[config.mk]
export PLATFORM = sky130hd
export DESIGN_NAME = fbus_share_ctrl
export DESIGN_NICKNAME = d
export VERILOG_FILES = /design/src/rtl/fbus_pkg.sv /design/src/rtl/fbus_cfg_capture.sv /design/src/rtl/fbus_addr_decode.sv /design/src/rtl/fbus_owner_ctrl.sv /design/src/rtl/fbus_share_ctrl.sv
export SDC_FILE = /design/constraint.sdc
export NUM_CORES = 1
export LEC_CHECK = 0
export ABC_AREA = 1
export BUFFER_PORTS_ARGS = -buffer_cell sky130_fd_sc_hd__buf_2
export CAP_MARGIN = 20
export CORE_UTILIZATION = 40
export DETAILED_ROUTE_END_ITERATION = 10
export PLACE_DENSITY = 0.68
export REMOVE_ABC_BUFFERS = 1
export SYNTH_ARGS = -nofsm -noshare
export SYNTH_HDL_FRONTEND = slang
export SYNTH_HIERARCHICAL = 1
export SYNTH_SLANG_ARGS = --single-unit
export TNS_END_PERCENT = 1
[constraint.sdc]
create_clock -name clk_i -period 1.5 [get_ports clk_i]
set_clock_uncertainty 0.15 [all_clocks]
set_input_delay 0.225 -clock clk_i [delete_from_list [all_inputs] [get_ports clk_i]]
set_output_delay 0.225 -clock clk_i [all_outputs]
set_load 0.01 [all_outputs]
[src/rtl/fbus_pkg.sv]
package fbus_pkg;
  parameter int unsigned DEF_ID_W   = 3;
  parameter int unsigned DEF_ADDR_W = 8;

  typedef enum logic {
    ROLE_FOLLOWER = 1'b0,
    ROLE_LEADER   = 1'b1
  } role_e;
endpackage

[src/rtl/fbus_cfg_capture.sv]
module fbus_cfg_capture #(
  parameter int unsigned ID_W = fbus_pkg::DEF_ID_W
) (
  input  logic            clk_i,
  input  logic            rst_ni,
  input  logic [ID_W-1:0] dev_id_i,
  input  logic            leader_i,
  output logic [ID_W-1:0] id_o,
  output fbus_pkg::role_e role_o
);
  import fbus_pkg::*;

  logic [ID_W-1:0] id_q;
  role_e           role_q;

  // configuration loads only while reset is held
  always_ff @(posedge clk_i) begin
    if (!rst_ni) begin
      id_q   <= dev_id_i;
      role_q <= leader_i ? ROLE_LEADER : ROLE_FOLLOWER;
    end
  end

  assign id_o   = id_q;
  assign role_o = role_q;


  cfg_frozen_chk: assert property (@(posedge clk_i) disable iff (!rst_ni)
    $past(rst_ni) |-> ($stable(id_q) && $stable(role_q)));
endmodule

[src/rtl/fbus_addr_decode.sv]
module fbus_addr_decode #(
  parameter int unsigned ADDR_W = fbus_pkg::DEF_ADDR_W,
  parameter int unsigned ID_W   = fbus_pkg::DEF_ID_W,
  localparam int unsigned LQ_W  = ADDR_W - ID_W
) (
  input  logic [ADDR_W-1:0] addr_i,
  input  logic [ID_W-1:0]   id_i,
  output logic              hit_o,
  output logic [LQ_W-1:0]   lq_o
);
  logic [ID_W-1:0] bit_eq;

  // top address bits line up with device-number bits, MSB to MSB
  for (genvar g = 0; g < ID_W; g++) begin : g_cmp
    assign bit_eq[g] = ~(addr_i[LQ_W+g] ^ id_i[g]);
  end

  assign hit_o = &bit_eq;
  assign lq_o  = addr_i[LQ_W-1:0];
endmodule

[src/rtl/fbus_owner_ctrl.sv]
module fbus_owner_ctrl (
  input  logic            clk_i,
  input  logic            rst_ni,
  input  logic            sel_i,
  input  logic            hit_i,
  input  fbus_pkg::role_e role_i,
  output logic            oe_o
);
  import fbus_pkg::*;

  logic boot_q;  // no selection seen since reset
  logic own_q;

  always_ff @(posedge clk_i or negedge rst_ni) begin
    if (!rst_ni) begin
      boot_q <= 1'b1;
      own_q  <= 1'b0;
    end else if (sel_i) begin
      boot_q <= 1'b0;
      own_q  <= hit_i;
    end
  end

  assign oe_o = boot_q ? (role_i == ROLE_LEADER) : own_q;


  take_on_hit_chk: assert property (@(posedge clk_i) disable iff (!rst_ni)
    (sel_i && hit_i) |=> oe_o);

  release_on_miss_chk: assert property (@(posedge clk_i) disable iff (!rst_ni)
    (sel_i && !hit_i) |=> !oe_o);

  hold_when_idle_chk: assert property (@(posedge clk_i) disable iff (!rst_ni)
    !sel_i |=> $stable(oe_o));

  boot_role_chk: assert property (@(posedge clk_i) disable iff (!rst_ni)
    boot_q |-> (oe_o == (role_i == ROLE_LEADER)));
endmodule

[src/rtl/fbus_share_ctrl.sv]
module fbus_share_ctrl #(
  parameter int unsigned ID_W   = fbus_pkg::DEF_ID_W,
  parameter int unsigned ADDR_W = fbus_pkg::DEF_ADDR_W,
  localparam int unsigned LQ_W  = ADDR_W - ID_W
) (
  input  logic              clk_i,
  input  logic              rst_ni,
  input  logic [ID_W-1:0]   dev_id_i,
  input  logic              leader_i,
  input  logic              wr_sel_i,
  input  logic [ADDR_W-1:0] wr_addr_i,
  input  logic              full_int_i,
  output logic              full_o,
  output logic              flag_oe_o,
  output logic [LQ_W-1:0]   local_q_o
);
  import fbus_pkg::*;

  logic [ID_W-1:0] id;
  role_e           role;
  logic            hit;
  logic [LQ_W-1:0] lq;
  logic            full_q;
  logic [LQ_W-1:0] lq_q;

  fbus_cfg_capture #(.ID_W(ID_W)) u_cfg (
    .clk_i    (clk_i),
    .rst_ni   (rst_ni),
    .dev_id_i (dev_id_i),
    .leader_i (leader_i),
    .id_o     (id),
    .role_o   (role)
  );

  fbus_addr_decode #(.ADDR_W(ADDR_W), .ID_W(ID_W)) u_dec (
    .addr_i (wr_addr_i),
    .id_i   (id),
    .hit_o  (hit),
    .lq_o   (lq)
  );

  fbus_owner_ctrl u_own (
    .clk_i  (clk_i),
    .rst_ni (rst_ni),
    .sel_i  (wr_sel_i),
    .hit_i  (hit),
    .role_i (role),
    .oe_o   (flag_oe_o)
  );

  always_ff @(posedge clk_i or negedge rst_ni) begin
    if (!rst_ni) begin
      full_q <= 1'b0;
      lq_q   <= '0;
    end else begin
      full_q <= full_int_i;
      if (wr_sel_i && hit) lq_q <= lq;
    end
  end

  assign full_o    = full_q;
  assign local_q_o = lq_q;


  full_delay_chk: assert property (@(posedge clk_i) disable iff (!rst_ni)
    $past(rst_ni) |-> (full_o == $past(full_int_i)));

  lq_capture_chk: assert property (@(posedge clk_i) disable iff (!rst_ni)
    (wr_sel_i && hit) |=> (local_q_o == $past(wr_addr_i[LQ_W-1:0])));

  lq_hold_chk: assert property (@(posedge clk_i) disable iff (!rst_ni)
    !(wr_sel_i && hit) |=> $stable(local_q_o));
endmodule

* Yosys cells after proc, flatten, opt, wreduce, memory -nomap -nowiden
Index checks and enable logic that the tools add are counted.
** Word-level totals
- Flip-flop bits (word level) :: 12
- Input port bits :: 16
- Output and inout bits :: 7
- Word-level logic and storage cells :: 16
** Cells by class
- Muxes and demuxes :: 2
- Bitwise gates (word level) :: 6
- Reduce and logical (&&, ||, !) cells :: 2
** Operator list (count)
- $not 1->1 :: 3
- $reduce_and 3->1 :: 1
- $xor 1x1->1 :: 3
- $mux 1 :: 2
- $logic_and 1x1->1 :: 1

* Depth between registers and ports, before layout
Gate-level depths: netlist (run 1).
- Word-level depth :: 4
- Depth in mapped cells :: 8
- Mapped depth without buffers :: 8

* By module
The synthesis (run 1) kept the hierarchy.
** By module, submodules not included
- fbus_share_ctrl :: times used 1, cells an instance 22, area each 219.0 um^2, sequential area each 150.1 um^2
- fbus_cfg_capture :: times used 1, cells an instance 5, area each 123.9 um^2, sequential area each 120.1 um^2
- fbus_addr_decode :: times used 1, cells an instance 18, area each 93.8 um^2, sequential area each 0.0 um^2
- fbus_owner_ctrl :: times used 1, cells an instance 11, area each 85.1 um^2, sequential area each 51.3 um^2

* Worst setup path after synthesis (run 1)
No wires, ideal clock.
- Path type :: flip-flop to flip-flop
- Start point :: reg u_cfg.id_q[2], in the netlist u_cfg/id_o[2]
- End point :: reg lq_q[0], in the netlist local_q_o[0]
- Library setup time :: 0.117 ns
- Data arrival time :: 0.949 ns
- Data required time :: 1.233 ns
- Slack :: 0.285 ns
- Cell stages (with the launch flop) :: 6
- Buffers on the path :: 0
- Clock period less this slack :: 1.215 ns
- Path through :: edfxtp_1 > xor2_1 > nor2_2 > nand2_2 > nand2_1 > nand2_1
** On the way
- Cells in the longest elaborated chain, start to end :: 4
** RTL lines
- start: declaration :: line fbus_cfg_capture.sv:13 : logic [ID_W-1:0] id_q;
- start signal: assignment :: line fbus_cfg_capture.sv:19 : id_q <= dev_id_i;
- $xor 1x1->1 :: line fbus_addr_decode.sv:15 : assign bit_eq[g] = ~(addr_i[LQ_W+g] ^ id_i[g]);
- $not 1->1 :: line fbus_addr_decode.sv:15
- $reduce_and 3->1 :: line fbus_addr_decode.sv:18 : assign hit_o = &bit_eq;
- via hit :: line fbus_share_ctrl.sv:21 : logic hit;
- $logic_and 1x1->1 :: line fbus_share_ctrl.sv:57 : if (wr_sel_i && hit) lq_q <= lq;
- end signal: assignment :: line fbus_share_ctrl.sv:57
- end: declaration :: line fbus_share_ctrl.sv:24 : logic [LQ_W-1:0] lq_q;
The timed path passes the listed nets, and every way through them passes these cells.
A chain may end at the register's enable or synchronous reset.

* Worst setup path in the final report (run 1)
- Start point :: reg u_own.boot_q
- End point :: out flag_oe_o
** On the way
- Cells in the longest elaborated chain, start to end :: 1
** RTL lines
- start: declaration :: line fbus_owner_ctrl.sv:11 : logic boot_q;
- start signal: assignment :: line fbus_owner_ctrl.sv:16 : boot_q <= 1'b1;
- start signal: assignment :: line fbus_owner_ctrl.sv:19 : boot_q <= 1'b0;
- $mux 1 :: line fbus_owner_ctrl.sv:24 : assign oe_o = boot_q ? (role_i == ROLE_LEADER) : own_q;
- end: declaration :: line fbus_share_ctrl.sv:14 : output logic flag_oe_o,
No other way between the ends.

==> metrics.md, run 1 <==
| Metric | Value |
|---|---|
| DRT Pass-1 Iters | 4 |
| Reg2reg setup slack | 0.15 ns |
| Worst-skew pair later-pin latency | 0.27 ns |
| Worst-path fanout max | 2 |
| Post-detail-place hpwl | around 690 um |
| All-Layer GR Usage | between 15 and 20% |
| Die Height | 38.1 um |
| RePlAce Congestion | between 0.6 and 0.7 |
| Die width | 38.1 um |
| Antenna viol nets, final | 0 |
| Synth top area cells | dfrtp_1, edfxtp_1, nand2_1, buf_4, dfstp_2 |
| FMAX | 695 MHz |
| Area leader, netlist | dfrtp_1 |
| Seq/Total Area, Yosys | 61.6% |
| Post-Synth Simple-Gate Area | 24.5% |
| Vias | 405 |
| DRC Markers | 0 |
| Switching power total | about 0.23 mW |
| Die ar. | 0.00145 mm2 |
| Seq pwr share | 49.7% |
| Crit path kind | flop to output pin |
| Relative slew margins | 81.8% |
| Max VDD drop | ~630 uV |
| Clock slew at reported path FFs | 0.08 ns |
| CP max stage cell | dfstp_2 |
| H-tree levels | 1 |
| Crit path buffers/inverters | 2 |
| CTS buffer count | 3 |
| Status | finished clean |
| CTS Buffer Depth | 2 |
| CP top delay family | flip-flops |
| Port bufs | 22 |
| Utilization after layout | between 60% and 70% |
| Period utilization | 96.0% |
| Sw Share | 26.7% |
| Congestion Overflow GR | 0 |
| Synth Area in Adders | 0% |
| Synthesized area | about 520 um2 |
| Critical path's largest stage delay | 0.54 ns |
| P_int | 0.626 mW |
| Crit end category | output pin |
| Gate Count Post-Synth | 56 |
| Main combinational cell family by area after synthesis | simple AND/OR/NAND/NOR gates |
| Compound-Gate Fraction of Synth Area | 0% |
| NumNets Final | 101 |
| Vias in the first global route | ~350 |
| Most frequent cells in the layout | nand2_1, buf_2, dfrtp_1 |
| Setup tns final | 0 ns |
| Worst Tran Pin Value | 0.273 ns |
| RSZ-0062 raised after global routing | yes |
| Synth warn | 6 |
| WL final | about 910 um |
| Max-slew violations | 0 |
| Lkg Pwr | ~0.4 nW |
| Core area | roughly 0.0012 mm2 |
| Gate power share | 20.6% |
| Tmin final | 1.44 ns |
| Hold Vio Cnt, Final | 0 |
| Largest net degree at the start of global routing | 10 |
| First-pass GRT wire length | roughly 1.4 mm |
| Max-cap violation count | 0 |
| Row cnt | 12 |
| Startpoint Class | flop |
| CTS tree | built |
| Share of cells above drive strength 1 | a little under two fifths |
| #FFs+latches synth | 12 |
| XOR/XNOR Fraction of Synth Area | about 1.7% |
| WHS | 0.0313 ns |
| Wire per inst | just over 9 um |
| P&R area growth vs syn | 37.2% |
| Setup violators final | 0 |
| Top-area cell type share of the netlist area | 33.6% |
| Crit-path most repeated cell | nand2_1 |
| Overall Power | 0.854 mW |
| Ports | 23 |
| Clk pwr share | 29.7% |
| Vias per cell | 4.13 |
| Sink Count | 12 |
| Drt first-iter violations | 10 |
| Netlist cell types | 11 |
| Cell Pwr Density | between 1000 and 1500 mW/mm2 |
| CP required | 1.12 ns |
| Ant diodes | 0 |
| Commonest non-fill, non-tap cell in the layout | nand2_1 |
| Hold WC Path Type | input port to flop |
| Initial antenna violation count | 0 |
| Root Buffer | clkbuf_4 |
| CP cell instances | inv_2 > nand2_1 > nand2_1 > buf_2 |
| Mean post-synth cell area | just over 9 um2 |
| CP Data Arrival Time | roughly 1.1 ns |
| Mux contribution to synthesized area | 0% |
| Starting Density | between 40 and 50% |
[cell type report]
cell class	instances	area, um2
fill	101	440
timing repair buffer	29	178
multi-input combinational	32	136
sequential	12	322
tap	14	17.5
clock buffer	4	36.3
inverter	7	26.3
[stage by stage]
stage / instance area [um2] / setup WS [ns] / std cells
4_1_cts: 708 / 0.0430 / 97
2_1_floorplan: 484 / 0.285 / 51
5_1_grt: 716 / -0.00317 / 98
3_3_place_gp: 612 / 0.185 / 87
6_report: 716 / 0.0604 / 98
3_5_place_dp: 612 / 0.158 / 87
[cell families after synthesis]
family                 Yosys count
XOR/XNOR                         1
buffers and inverters           12
flip-flops                      12
AND/OR/NAND/NOR                 31
[power by group through the flow]
stage                     registers, mW  clock network (mW)  logic [mW]
after CTS                         0.425               0.260       0.179
final                             0.424               0.254       0.175
after global placement            0.427                   0       0.163
after floorplan                   0.452                   0      0.0553
after global routing              0.430               0.275       0.198
after detailed placement          0.431                   0       0.167
[final timing paths]
check / from / end / depth (start not counted)
setup reg to reg: u_cfg/id_o[1]$_DFFE_PN_ / local_q_o[2]$_DFFE_PN0P_ / 8
min in group asynchronous: rst_ni / local_q_o[0]$_DFFE_PN0P_ / 2
setup / recovery: u_own/boot_q$_DFFE_PN1P_ / flag_oe_o / 4
hold / removal: wr_addr_i[0] / local_q_o[0]$_DFFE_PN0P_ / 3
max in group asynchronous: rst_ni / u_own/boot_q$_DFFE_PN1P_ / 2
hold reg to reg: local_q_o[1]$_DFFE_PN0P_ / local_q_o[1]$_DFFE_PN0P_ / 2
[registers in the layout, indices dropped and copies added, names as in the netlist]
register,count
local_q_o,5
u_cfg/id_o,3
full_o,1
u_cfg/role_o,1
u_own/boot_q,1
u_own/own_q,1
[tightest hold or removal path, delay by kind of cell]
family | cells | cell delay (ns)
AND/OR/NAND/NOR | 2 | 0.12
buffers and inverters | 1 | 0.07
[Yosys cell counts (all sizes together)]
cell type	instances
nor2	2
nand2	24
dfrtp	7
xor2	1
edfxtp	4
buf	5
dfstp	1
inv	7
nand3	5
[routing by layer]
layer	vias to the layer above	global-route usage [%]	share of wire, %
li1	222	-	-
met5	-	0	0
met2	9	19.9	48
met4	0	13.4	1.2
met1	172	21.6	47
met3	2	3.49	3.7
[what timing repair did]
item,CTS,global route
endpoints found under the hold margin,13,0
resized for setup,0,1
hold buffers,6,0
endpoints found under the setup margin,0,1
setup buffers,0,1
(Power assumes the default switching activity.)
==> run 2, diff against run 1 <==
ABC_AREA = default   (was 1)
CORE_AREA = 2 2 39 41   (was default)
CORE_UTILIZATION = default   (was 40)
DIE_AREA = 0 0 41 43   (was default)
GPL_TIMING_DRIVEN = 0   (was default)
PLACE_DENSITY = 0.65   (was 0.68)
==> run 2 against run 1 <==
Effect of this change: the flow now finishes with violations (setup timing); fmax is 9.9% lower; die area is 21% higher; critical path depth is 2 lower; global-route usage is 4.2 points lower; first-iteration DRC count is 100% lower; cell count is 24% lower; non-clock buffer count is 1 lower; cell area is 4.7% lower; hold slack better by 0.0015 ns; sequential share of layout area is 2.2 points higher; critical endpoint unchanged.
==> metrics.md, run 2 <==
| Metric | Value |
|---|---|
| Status | complete, but fails checks |
| Failing checks | setup timing |
| Critical path's largest stage delay | about 0.54 ns |
| Die Height | 43 um |
| Final WS setup | -0.0980 ns |
| Lkg Pwr | around 0.33 nW |
| FMAX | 626 MHz |
| CP required | ~1.1 ns |
| CTS tree | built |
| DRT Pass-1 Iters | 1 |
| Post-synth EDFFs | 4 |
| Mean post-synth cell area | 16.0 um2 |
| Synth warn | 6 |
| Ports | 23 |
| Max VDD drop | approximately 660 uV |
| Post-synth top cells | dfrtp_1, buf_4, mux2_2 |
| Placed cells | 64 |
| Synth Area in Adders | 0% |
| Antenna viol nets, final | 0 |
| Ant diodes | 0 |
| DRC Markers | 0 |
| XOR/XNOR Fraction of Synth Area | about 5.3% |
| #FFs+latches synth | 12 |
| Main combinational cell family by area after synthesis | multiplexers |
| H-tree levels | 1 |
| Drt first-iter violations | 0 |
| RePlAce Congestion | roughly 0.66 |
| Finished Layout Cells | 74 |
| Hold WC Path Type | input port to flop |
| Top-area cell type share of the netlist area | 35.3% |
| Worst-path fanout max | 2 |
| Worst Tran Pin Value | 0.198 ns |
| Gate Count Post-Synth | 31 |
| Tmin final | ~1.6 ns |
| Wire per inst | 11.1 um |
| CP max stage cell | dfstp_2 |
| Mux contribution to synthesized area | 16.6% |
| Post-Synth Simple-Gate Area | 5.04% |
| Setup violators final | 1 |
| Most frequent cells in the layout | buf_2, dfrtp_1, dlygate4sd3_1 |
| Initial antenna violation count | 0 |
| Hold Path Stages | 2 |
| CTS Buffer Depth | 2 |
| Area leader, netlist | dfrtp_1 |
| Max-slew violations | 0 |
| Starting Density | 35.9% |
| Utilization after layout | 49.3% |
| Postcts setup bufs | 0 |
| Die width | 41 um |
| NumNets Final | 75 |
| Startpoint Class | flop |
| Filler instances | roughly 140 |
| CP cell instances | mux2_4 > buf_6 |
| Netlist cell types | 12 |
| P&R area growth vs syn | 37.3% |
| Relative slew margins | 86.8% |
| Vias per cell | 4.16 |
| Hold endpoint | local_q_o[2]$_DFFE_PN0P_ |
| Largest register FFs | 5 |
| Share of cells above drive strength 1 | between 60% and 70% |
| Worst R2R End | local_q_o[0]$_DFFE_PN0P_ |
| Synthesized area | slightly below 500 um2 |
| WHS | 0.0329 ns |
| Period utilization | 107% |
| Post-synth ARST share | 66.7% |
| Congestion Overflow GR | 0 |
| Hold Vio Cnt, Final | 0 |
| Crit end category | output pin |
| Seq/Total Area, Yosys | 64.7% |
| Core area | between 0.001 and 0.0015 mm2 |
| Top-count cell post-synth | dfrtp_1 |
| Crit path kind | flop to output pin |
| Clock slew at reported path FFs | around 0.07 ns |
| Port bufs | 22 |
| Max-cap violation count | 0 |
| Worst Hold Launch | wr_addr_i[2] |
| Compound-Gate Fraction of Synth Area | 0% |
| Die ar. | 0.00176 mm2 |
| RSZ-0062 raised after global routing | yes |
| Vias in the first global route | ~310 |
| CP Data Arrival Time | about 1.2 ns |
| Worst-skew pair later-pin latency | 0.27 ns |
| Synth top area cells | dfrtp_1, edfxtp_1, mux2_2, buf_4, dfstp_2 |
| Top FF cell, synth | dfrtp_1 |
| Largest net degree at the start of global routing | 10 |
| CTS buffer count | 3 |
| Row cnt | 14 |
| R2R depth | 4 |
| R2r startpoint | u_cfg/id_o[2]$_DFFE_PN_ |
| First-pass GRT wire length | roughly 1.2 mm |
| Cell Pwr Density | 1250 mW/mm2 |
| Reg2reg setup slack | 0.04 ns |
| Commonest non-fill, non-tap cell in the layout | buf_2 |
| Crit path from | u_own/boot_q$_DFFE_PN1P_ |
| Sink Count | 12 |
| Root Buffer | clkbuf_4 |
| WL final | 820 um |
| Vias | about 300 |
| All-Layer GR Usage | 11.3% |
## run 2: layout make-up
| class | instances | area [um2] | share of cell area [%] |
|---|---|---|---|
| clock buffers | 3 | 22.5 | 3.30 |
| clock inverters | 1 | 3.75 | 0.550 |
| inverters | 1 | 3.75 | 0.550 |
| multi-input cells | 13 | 134 | 19.6 |
| flip-flops and latches | 12 | 322 | 47.2 |
| well taps | 16 | 20.0 | 2.94 |
| repair buffers | 28 | 176 | 25.9 |
## run 2: metal layers
| layer | GRT usage, % | vias to the layer above | part of all wire (%) |
|---|---|---|---|
| met4 | 10.0 | 0 | 0 |
| met3 | 4.71 | 0 | 11 |
| met2 | 15.6 | 17 | 49 |
| met5 | 0 | - | 0 |
| met1 | 12.5 | 138 | 41 |
| li1 | - | 153 | - |
## run 2: how the worst max path moves through the flow
| stage | end | slack, ns |
|---|---|---|
| 6_report | flag_oe_o | -0.1 |
| 5_1_grt | flag_oe_o | -0.13 |
| 4_1_cts | flag_oe_o | -0.11 |
| 3_5_place_dp | local_q_o[3]$_DFFE_PN0P_ | 0.02 |
| 3_3_place_gp | local_q_o[2]$_DFFE_PN0P_ | 0.05 |
| 2_1_floorplan | local_q_o[0]$_DFFE_PN0P_ | 0.12 |
## run 2: through the flow
step	TNS, ns	cell area (um2)	setup slack, ns	power, mW
6_report	-0.0980	682	-0.0980	0.853
5_1_grt	-0.296	682	-0.133	0.905
4_1_cts	-0.112	682	-0.112	0.871
3_5_place_dp	0	589	0.0240	0.648
3_3_place_gp	0	589	0.0495	0.642
2_1_floorplan	0	459	0.116	0.549
## run 2: critical path, delay by kind of cell (launching register included)
kind,cells,cell delay (ns)
flops,1,0.54
mux,1,0.30
buf+inv,1,0.12
## run 2: what timing repair did
item                       in CTS  in global routing
hold endpoints to repair       13                  0
setup endpoints to repair       1                  6
hold buffers                    6                  0
pin swaps                       0                  2
resized for setup               1                  0
gates cloned                    0                  0
## run 2: power breakdown
part           switching [mW]  leakage, nW  internal (mW)  total, mW
sequential             0.0325        0.134          0.410      0.442
clock                   0.103       0.0154         0.0962      0.199
combinational          0.0899        0.177          0.122      0.212
total                   0.225        0.327          0.628      0.853
## run 2: cells by family (layout without fill, tap and decap cells)
family                 Yosys count  count (layout)
XOR/XNOR                         3               3
flip-flops                      12              12
buffers and inverters            6              33
multiplexers                     7               7
AND/OR/NAND/NOR                  3               3
